==> config.mk <==
export PLATFORM = sky130hd
export DESIGN_NAME = dma_irq_unit
export DESIGN_NICKNAME = d
export VERILOG_FILES = /design/src/rtl/dma_irq_pkg.sv /design/src/rtl/dma_irq_chan_flags.sv /design/src/rtl/dma_irq_route.sv /design/src/rtl/dma_irq_unit.sv
export SDC_FILE = /design/constraint.sdc
export NUM_CORES = 1
export LEC_CHECK = 0
export BUFFER_PORTS_ARGS = -buffer_cell sky130_fd_sc_hd__buf_4
export CORE_ASPECT_RATIO = 1.4
export CORE_UTILIZATION = 40
export CTS_CLUSTER_SIZE = 30
export DETAILED_ROUTE_END_ITERATION = 8
export GPL_TIMING_DRIVEN = 0
export PLACE_DENSITY = 0.76
export SYNTH_ARGS = -nofsm -noshare
export SYNTH_HDL_FRONTEND = slang
export SYNTH_SLANG_ARGS = --single-unit
==> constraint.sdc <==
create_clock -name clk -period 1.1 [get_ports clk]
set_input_delay 0.055 -clock clk [delete_from_list [all_inputs] [get_ports clk]]
set_output_delay 0.055 -clock clk [all_outputs]
set_load 0.02 [all_outputs]
==> src/rtl/dma_irq_pkg.sv <==
package dma_irq_pkg;

    localparam int FLD_W   = 4;
    localparam int FLD_GLB = 0;
    localparam int FLD_TC  = 1;
    localparam int FLD_HT  = 2;
    localparam int FLD_ERR = 3;

    typedef enum logic [1:0] {
        REG_STATUS = 2'd0,
        REG_CLEAR  = 2'd1,
        REG_ENABLE = 2'd2,
        REG_NONE   = 2'd3
    } reg_sel_e;

endpackage

==> src/rtl/dma_irq_chan_flags.sv <==
module dma_irq_chan_flags
    import dma_irq_pkg::*;
(
    input  logic             clk,
    input  logic             rst_n,
    input  logic             set_tc,
    input  logic             set_ht,
    input  logic             set_err,
    input  logic [FLD_W-1:0] clr_field,
    input  logic [FLD_W-1:0] en_field,
    output logic [FLD_W-1:0] status_field,
    output logic             pending
);

    logic [2:0] flags_q;
    logic [2:0] set_vec;
    logic [2:0] clr_eff;
    logic [2:0] en_vec;

    always_comb begin
        set_vec = {set_err, set_ht, set_tc};
        clr_eff = clr_field[FLD_ERR:FLD_TC] | {3{clr_field[FLD_GLB]}};
        en_vec  = en_field[FLD_ERR:FLD_TC];
    end

    always_ff @(posedge clk) begin
        if (!rst_n) flags_q <= '0;
        else        flags_q <= set_vec | (flags_q & ~clr_eff);
    end

    always_comb begin
        status_field          = '0;
        status_field[FLD_TC]  = flags_q[0];
        status_field[FLD_HT]  = flags_q[1];
        status_field[FLD_ERR] = flags_q[2];
        status_field[FLD_GLB] = |flags_q;
        pending               = |(flags_q & en_vec);
    end

    AST_EVT_SETS: assert property (@(posedge clk) disable iff (!rst_n)
        (|set_vec) |=> ((flags_q & $past(set_vec)) == $past(set_vec)));
    AST_CLR_CLEARS: assert property (@(posedge clk) disable iff (!rst_n)
        (|(clr_eff & ~set_vec)) |=> ((flags_q & $past(clr_eff & ~set_vec)) == 3'b000));
    AST_NO_SPURIOUS: assert property (@(posedge clk) disable iff (!rst_n)
        (set_vec == 3'b000) |=> ((flags_q & ~$past(flags_q)) == 3'b000));

endmodule

==> src/rtl/dma_irq_route.sv <==
module dma_irq_route #(
    parameter int NCH      = 7,
    parameter int SHARE_LO = 3
) (
    input  logic [NCH-1:0] pend,
    output logic [NCH-2:0] irq
);

    for (genvar l = 0; l < NCH - 1; l++) begin : g_line
        if (l < SHARE_LO) begin : g_own
            assign irq[l] = pend[l];
        end else if (l == SHARE_LO) begin : g_shared
            assign irq[l] = pend[l] | pend[l+1];
        end else begin : g_shift
            assign irq[l] = pend[l+1];
        end
    end

endmodule

==> src/rtl/dma_irq_unit.sv <==
module dma_irq_unit
    import dma_irq_pkg::*;
#(
    parameter int NCH      = 7,
    parameter int SHARE_LO = 3,
    parameter int DW       = 32
) (
    input  logic           clk,
    input  logic           rst_n,
    input  logic [NCH-1:0] evt_ht,
    input  logic [NCH-1:0] evt_tc,
    input  logic [NCH-1:0] evt_err,
    input  logic           bus_wr,
    input  logic           bus_rd,
    input  logic [1:0]     bus_addr,
    input  logic [DW-1:0]  bus_wdata,
    output logic [DW-1:0]  bus_rdata,
    output logic [NCH-2:0] irq_out
);

    localparam int FW = NCH * FLD_W;
    localparam logic [FW-1:0] EN_MASK = {NCH{4'b1110}};

    reg_sel_e        sel;
    logic [FW-1:0]   status_word;
    logic [FW-1:0]   enable_q;
    logic [FW-1:0]   clr_word;
    logic [NCH-1:0]  pend;
    logic [DW-1:0]   rd_next;

    assign sel      = reg_sel_e'(bus_addr);
    assign clr_word = (bus_wr && sel == REG_CLEAR) ? bus_wdata[FW-1:0] : '0;

    for (genvar c = 0; c < NCH; c++) begin : g_chan
        dma_irq_chan_flags u_chan (
            .clk          (clk),
            .rst_n        (rst_n),
            .set_tc       (evt_tc[c]),
            .set_ht       (evt_ht[c]),
            .set_err      (evt_err[c]),
            .clr_field    (clr_word[c*FLD_W +: FLD_W]),
            .en_field     (enable_q[c*FLD_W +: FLD_W]),
            .status_field (status_word[c*FLD_W +: FLD_W]),
            .pending      (pend[c])
        );
    end

    dma_irq_route #(.NCH(NCH), .SHARE_LO(SHARE_LO)) u_route (
        .pend (pend),
        .irq  (irq_out)
    );

    always_ff @(posedge clk) begin
        if (!rst_n)                          enable_q <= '0;
        else if (bus_wr && sel == REG_ENABLE) enable_q <= bus_wdata[FW-1:0] & EN_MASK;
    end

    always_comb begin
        rd_next = '0;
        unique case (sel)
            REG_STATUS: rd_next[FW-1:0] = status_word;
            REG_ENABLE: rd_next[FW-1:0] = enable_q;
            REG_CLEAR:  rd_next = '0;
            default:    rd_next = '0;
        endcase
    end

    always_ff @(posedge clk) begin
        if (!rst_n)      bus_rdata <= '0;
        else if (bus_rd) bus_rdata <= rd_next;
    end

    AST_CLEAR_READS_ZERO: assert property (@(posedge clk) disable iff (!rst_n)
        (bus_rd && sel == REG_CLEAR) |=> (bus_rdata == '0));
    AST_STATUS_WRITE_IGNORED: assert property (@(posedge clk) disable iff (!rst_n)
        (bus_wr && sel == REG_STATUS && !(|evt_tc) && !(|evt_ht) && !(|evt_err))
        |=> (status_word == $past(status_word)));
    AST_IRQ_QUIET: assert property (@(posedge clk) disable iff (!rst_n)
        (enable_q == '0) |-> (irq_out == '0));
    AST_RDATA_HOLD: assert property (@(posedge clk) disable iff (!rst_n)
        !bus_rd |=> $stable(bus_rdata));

endmodule

==> run summary, run 1 <==
DRT antenna net count -> 0
First-pass GRT wire length -> 13.6 mm
CTS Sinks -> 70
Pin count of the biggest net entering global routing -> 12
Slack of the critical path -> -0.227 ns
Starting Density -> 41.1%
Max Slew Vio Count -> 0
Flops & latches, synth -> 70
Syn Inst Count -> 289
Failing checks -> negative setup slack
Die outline width -> 75.5 µm
Leakage power -> 1.98 nW
Ant diodes -> 0
Critical setup path kind -> reg -> out
Critical Path Sink Type -> output pin
Syn_area_per_cell -> 10.5 µm²
Crit path buf inv count -> 2
Vias -> 2805
Mapped cell area -> 3030 µm²
Peak supply drop -> 718 µV
H-tree Lvls -> 3
Area Overhead vs Synth -> 49.6%
Dpl cells -> 475
Die area -> 7930 µm²
Switching share of power -> 25.1%
Max incr delay on CP -> 0.37 ns
Root buf cell -> clkbuf_8
CP cell instances -> a222oi_1, inv_1, buf_6
Comb power frac -> 16.4%
Die H -> 105 µm
Fillcell total -> 608
PD cells -> 1280 nW/µm²
Delay-heaviest family, CP -> compound AO/OA/AOI/OAI gates
Seq pwr share -> 47.7%
Final net count -> 495
CTS Buf Count -> 9
HPWL Detailed -> 5.72 mm
Final global-route overflow total -> 0
Share of cells above drive strength 1 -> 39.9%
# IOs -> 97
Initial antenna violation count -> 0
Max cap viols -> 0
Design area -> 4530 µm²
Worst-Skew Late Latency -> 0.34 ns
Yosys warns -> 0
Maximum clock rate -> 753 MHz
Post-synthesis sequential area ratio -> 46.3%
TritonCTS clock tree -> built
Worst-margin pin slew -> 0.524 ns
Drt drc -> 0
DR vias/cell -> 5.21
Number of enable flip-flop cells after synthesis -> 0
CTS Buffer Depth -> 2
WL per Instance -> 15.7 µm
Num rows -> 37
CORE AREA -> 7360 µm²
Asr flop ratio synth -> 0%
Cell-internal power -> 4.35 mW
RSZ-0062 raised after global routing -> yes
Vias in the first global route -> 2854
WP data required -> 1.04 ns
Drt first pass iters -> 5
Non-filler instance count after layout -> 538
Rel. slew slack -> 65.1%
DP Worst Slack -> -0.0101 ns
Crit share post-route -> 121%
Clk slew on worst S/H paths -> 0.07 ns
Skew final -> 0.00359 ns
Worst path arrival time -> 1.27 ns
DP Area -> 3810 µm²
Synth unique cells -> 25
PortBufs -> 86
Startpoint types -> register
Status -> finished with violations
Initial DRC count -> 134
Final setup vio count -> 6
Slowest-stage cell, CP -> a222oi_1
Min-Delay Path Class -> in -> reg
CP Max Fanout -> 2
Hold Vio Cnt, Final -> 0
Sw power -> 1.46 mW
Final WL -> 8.45 mm
Overall routing resource usage -> 22.9%
Ys flop type -> dfxtp_1
Final Critical Period -> 1.33 ns
Final Wtd Congestion -> 0.811
Clock power share -> 35.9%
## final cells by class
type                            instances  area [µm²]  share of cell area, %
Buffer                                 25         165                   3.65
Clock inverter                          4        45.0                  0.994
Multi-Input combinational cell        186        1430                   31.6
Clock buffer                           12         155                   3.42
Inverter                                6        22.5                  0.497
Sequential cell                        70        1430                   31.5
Timing Repair Buffer                  138        1160                   25.7
Tap cell                               97         121                   2.68
## power by group through the flow
| stage | logic [mW] | registers (mW) | clock network (mW) |
|---|---|---|---|
| after floorplan | 0.414 | 2.83 | 0 |
| after global placement | 0.776 | 2.82 | 0 |
| after detailed placement | 0.789 | 2.82 | 0 |
| after CTS | 0.947 | 2.76 | 2.12 |
| after global routing | 1.02 | 2.78 | 2.24 |
| final | 0.952 | 2.77 | 2.09 |
## cell usage after synthesis, types with 2 or more instances
master | count | share of area [%]
dfxtp_1 | 70 | 46
mux2i_1 | 42 | 14
nand2_1 | 42 | 5.2
o21bai_1 | 21 | 5.2
o221a_2 | 21 | 7.8
o2bb2ai_1 | 21 | 6.1
buf_2 | 12 | 2.0
buf_4 | 10 | 2.5
nor2_1 | 7 | 0.87
nor3_1 | 7 | 1.2
a2111oi_0 | 5 | 1.4
a222oi_1 | 5 | 1.7
buf_6 | 5 | 1.9
inv_1 | 5 | 0.62
a22oi_1 | 3 | 0.74
a2111oi_1 | 2 | 0.66
clkbuf_1 | 2 | 0.25
nand3b_1 | 2 | 0.50
## cells in the final DEF, fill, tap and decap left out, types with 2 or more instances in the layout
cell type,netlist,layout
buf_4,10,95
dfxtp_1,70,53
nand2_1,42,42
mux2i_1,42,42
dlygate4sd3_1,0,42
o21bai_1,21,21
o221a_2,21,21
o2bb2ai_1,21,21
dfxtp_2,0,16
buf_2,12,12
buf_6,5,11
clkbuf_8,0,11
nor3_1,7,7
nor2_1,7,7
a222oi_1,5,5
inv_1,5,5
a2111oi_0,5,5
conb_1,1,4
a22oi_2,0,3
clkbuf_1,2,3
clkinv_2,0,3
nand3b_1,2,2
a2111oi_1,2,2
## sequential cells by signal, summed over array words and instances, names as in the netlist
| register | flops |
|---|---|
| g_chan.u_chan.flags_q | 21 |
| bus_rdata | 28 |
| enable_q | 21 |
## kinds of logic (layout without fill, tap and decap cells)
| kind of cell | after synthesis | after routing | share of synthesized area [%] |
|---|---|---|---|
| simple gates | 61 | 61 | 8.43 |
| other cells | 1 | 4 | 0.124 |
| flops | 70 | 70 | 46.3 |
| mux | 42 | 42 | 13.9 |
| buf+inv | 36 | 185 | 7.44 |
| compound gates | 79 | 79 | 23.8 |
## worst paths after layout
check,slack [ns],from,to,cells after the start
setup reg to reg,0.08,g_chan[1].u_chan.flags_q[1],bus_rdata[4],2
hold / removal,0.04,bus_addr[1],bus_rdata[1],3
hold reg to reg,0.47,bus_rdata[15],bus_rdata[15],1
setup / recovery,-0.23,enable_q[9],irq_out[2],3
## through the flow
step | util [%] | hold slack [ns] | power (mW) | TNS (ns)
after global routing | 61.6 | 0.0449 | 6.05 | -1.57
after floorplan | - | 0.197 | 3.25 | 0
after global placement | 51.7 | 0.325 | 3.59 | -0.0128
after detailed placement | 51.7 | 0.329 | 3.61 | -0.0101
after CTS | 61.5 | 0.0312 | 5.84 | -1.13
final | 61.6 | 0.0379 | 5.81 | -1.05
## worst register-to-register path, stage by stage, from the launching register on
cell	delay, ns
dfxtp_1	0.38
nor3_1	0.08
a2111oi_0	0.42
## layer usage
| layer | GRT usage, % | wire length [µm] | vias to the layer above |
|---|---|---|---|
| met4 | 10.6 | 183 | 0 |
| met5 | 0 | 0 | - |
| met2 | 39.6 | 4580 | 85 |
| li1 | - | - | 1361 |
| met1 | 25.9 | 3330 | 1343 |
| met3 | 4.73 | 358 | 16 |
## timing repair
| item | in CTS | in global routing |
|---|---|---|
| resized for setup | 26 | 2 |
| buffers inserted | 10 | 0 |
| pin swaps | 8 | 0 |
| cloned | 0 | 0 |
| endpoints found under the setup margin | 6 | 6 |
| hold buffers | 42 | 0 |
| endpoints found under the hold margin | 42 | 0 |
No activity file was read; power rests on OpenSTA's default activity.
==> run 2, diff against run 1 <==
SYNTH_HIERARCHICAL = 1   (was not set)
==> run 2 against run 1 <==
The run still ends with negative setup slack left. Via count grew 5.6%. Clock power about the same. Area after synthesis increased by 6.4%. Sequential share of layout area is 1.6 points lower. Combinational power increased by 3.3%. Power increased by 1.3%. Highest routed layer unchanged.
==> run summary, run 2 <==
Met1 Use GR -> 23.0%
CTS Sinks -> 70
Post-synth top cells -> 70 x dfxtp_1, 70 x nand2_1, 42 x mux2i_1
Final global-route overflow total -> 0
DR vias/cell -> 5.04
Hold endpoint -> g_chan[2].u_chan/flags_q[1]
Drt drc -> 0
Largest family of logic cells by synthesized area -> simple AND/OR/NAND/NOR gates
Area leader, netlist -> dfxtp_1
Clk slew on worst S/H paths -> 0.08 ns
Final setup vio count -> 13
Skew final -> 0.00712 ns
Worst-margin pin slew -> 0.514 ns
R2r setup slk -> -0.18 ns
Vias in the first global route -> 2992
DP Area -> 4020 µm²
Max Slew Vio Count -> 0
Sw power -> 1.48 mW
Asr flop ratio synth -> 0%
Pin count of the biggest net entering global routing -> 37
Maximum clock rate -> 658 MHz
CTS Buffer Depth -> 2
Yosys warns -> 6
Status -> finished with violations
Hold Vio Cnt, Final -> 0
Clock power share -> 36.1%
Hold_sp -> bus_wdata[8]
Post-synthesis simple-gate area fraction -> 21.8%
Leakage power -> 2.10 nW
RR Endpoint -> bus_rdata[0]
Share of cells above drive strength 1 -> 32.2%
CTS Buf Count -> 9
Cell-internal power -> 4.40 mW
Seq pwr share -> 47.2%
Top Registers -> bus_rdata x28, enable_q x21, g_chan.u_chan/flags_q x21
Busiest grt layer -> met2
Non-filler instance count after layout -> 588
Top reg by flops -> bus_rdata
Number of enable flip-flop cells after synthesis -> 0
Synth unique cells -> 23
TritonCTS clock tree -> built
Top post-synthesis cells by area -> dfxtp_1 43%, mux2i_1 13%, nand2_1 8.2%
Switching share of power -> 25.2%
Area Overhead vs Synth -> 47.5%
Synth Area in Adders -> 0%
Dpl cells -> 527
Peak supply drop -> 858 µV
Flops & latches, synth -> 70
Ys flop type -> dfxtp_1
HPWL Detailed -> 5.76 mm
Post-synthesis sequential area ratio -> 43.5%
Initial antenna violation count -> 0
H-tree Lvls -> 3
CP Max Fanout -> 4
Final Wtd Congestion -> 0.781
Min-Delay Path Class -> in -> reg
Commonest non-fill, non-tap cell in the layout -> buf_4
Hold depth -> 3
Num rows -> 38
RSZ-0062 raised after global routing -> yes
PortBufs -> 88
Most frequent cells in the layout -> 90 x buf_4, 70 x nand2_1, 54 x dfxtp_1
Comb power frac -> 16.7%
Final Critical Period -> 1.52 ns
WL per Instance -> 14.7 µm
Initial DRC count -> 108
# IOs -> 97
Vias -> 2963
Die area -> 8420 µm²
Die outline width -> 77.9 µm
Starting Density -> 41.3%
Synth top area share -> 43.5%
Max cap viols -> 0
XOR/XNOR Fraction of Synth Area -> 0%
Rel. slew slack -> 65.8%
Overall routing resource usage -> 21.3%
Root buf cell -> clkbuf_8
Final WL -> 8.64 mm
Met3 Use GR -> 3.38%
WP data required -> 1.04 ns
Mux contribution to synthesized area -> 13.0%
Design area -> 4750 µm²
Startpoint types -> register
PD cells -> 1240 nW/µm²
Reg2Reg Depth -> 4
CORE AREA -> 7800 µm²
Worst path arrival time -> 1.46 ns
Syn_area_per_cell -> 9.59 µm²
Mapped cell area -> 3220 µm²
Worst-Skew Late Latency -> 0.34 ns
Failing checks -> negative setup slack
Critical R2R Launch -> g_chan[0].u_chan/flags_q[0]
Total power -> 5.88 mW
Crit share post-route -> 138%
Drt first pass iters -> 4
Syn Inst Count -> 336
Final net count -> 542
Slack of the critical path -> -0.419 ns
Max reg flops -> 28
Critical Path Sink Type -> output pin
First-pass GRT wire length -> 13.8 mm
Critical setup path kind -> reg -> out
DRT antenna net count -> 0
M2 GR Usage -> 39.4%
Die H -> 108 µm
Ant diodes -> 0
Compound-Gate Fraction of Synth Area -> 14.4%
Fillcell total -> 672
run 2: worst max-delay path by stage:
stage                                      from  depth (start not counted)  slack [ns]                          end
floorplan           g_chan[5].u_chan/flags_q[0]                          3       -0.03                bus_rdata[20]
finish              g_chan[3].u_chan/flags_q[0]                          4       -0.42                   irq_out[3]
global route                       enable_q[17]                          4       -0.49                   irq_out[3]
detailed placement                        rst_n                          6       -0.34                 enable_q[15]
CTS                 g_chan[3].u_chan/flags_q[0]                          4       -0.43                   irq_out[3]
global placement                    bus_addr[1]                          7       -0.31  g_chan[4].u_chan/flags_q[2]
run 2: layer usage:
layer | part of all wire, % | wire length [µm]
met4 | 2.5 | 213
met1 | 41 | 3560
met5 | 0 | 0
met3 | 3.5 | 301
met2 | 53 | 4560
run 2: what timing repair did:
action / 4_1_cts / 5_1_grt
gates resized for setup: 19 / 12
hold endpoints to repair: 42 / 0
setup endpoints to repair: 13 / 46
buffers inserted: 7 / 1
pin swaps: 14 / 8
gates cloned: 0 / 0
hold buffers: 42 / 0
run 2: power by group through the flow:
| stage | logic [mW] | clock network [mW] | registers (mW) |
|---|---|---|---|
| global placement | 0.771 | 0 | 2.82 |
| finish | 0.983 | 2.12 | 2.78 |
| CTS | 0.967 | 2.14 | 2.77 |
| detailed placement | 0.788 | 0 | 2.83 |
| global route | 1.06 | 2.25 | 2.79 |
| floorplan | 0.422 | 0 | 2.83 |
run 2: per-stage QoR:
stage	hold slack (ns)	TNS [ns]	utilization, %	worst slack [ns]
finish	0.0465	-2.43	61.0	-0.419
global route	0.0455	-3.05	61.0	-0.492
CTS	0.0334	-2.60	60.5	-0.433
detailed placement	0.251	-15.51	51.6	-0.340
global placement	0.251	-13.88	51.6	-0.306
floorplan	0.163	-0.169	-	-0.0262
run 2: cell families (layout without fill, tap and decap cells):
kind of cell / after synthesis / count (layout)
other: 1 / 4
DFF: 70 / 70
muxes: 42 / 42
buffers and inverters: 36 / 185
AOI/OAI and AO/OA: 56 / 56
and+or+nand+nor: 131 / 131
run 2: layout make-up:
cell class / count / area [µm²] / area share [%]
buffer: 24 / 165 / 3.47
clock buffer: 13 / 159 / 3.34
timing repair buffer: 138 / 1190 / 25.0
clock inverter: 3 / 42.5 / 0.895
inverter: 7 / 26.3 / 0.553
tap: 100 / 125 / 2.63
sequential: 70 / 1420 / 29.9
multi-input combinational: 233 / 1630 / 34.2
run 2: critical path, stage by stage (launching register included):
cell and delay (ns):
dfxtp_2 0.34, a222oi_1 0.36, inv_1 0.06, or2_1 0.23, buf_6 0.14
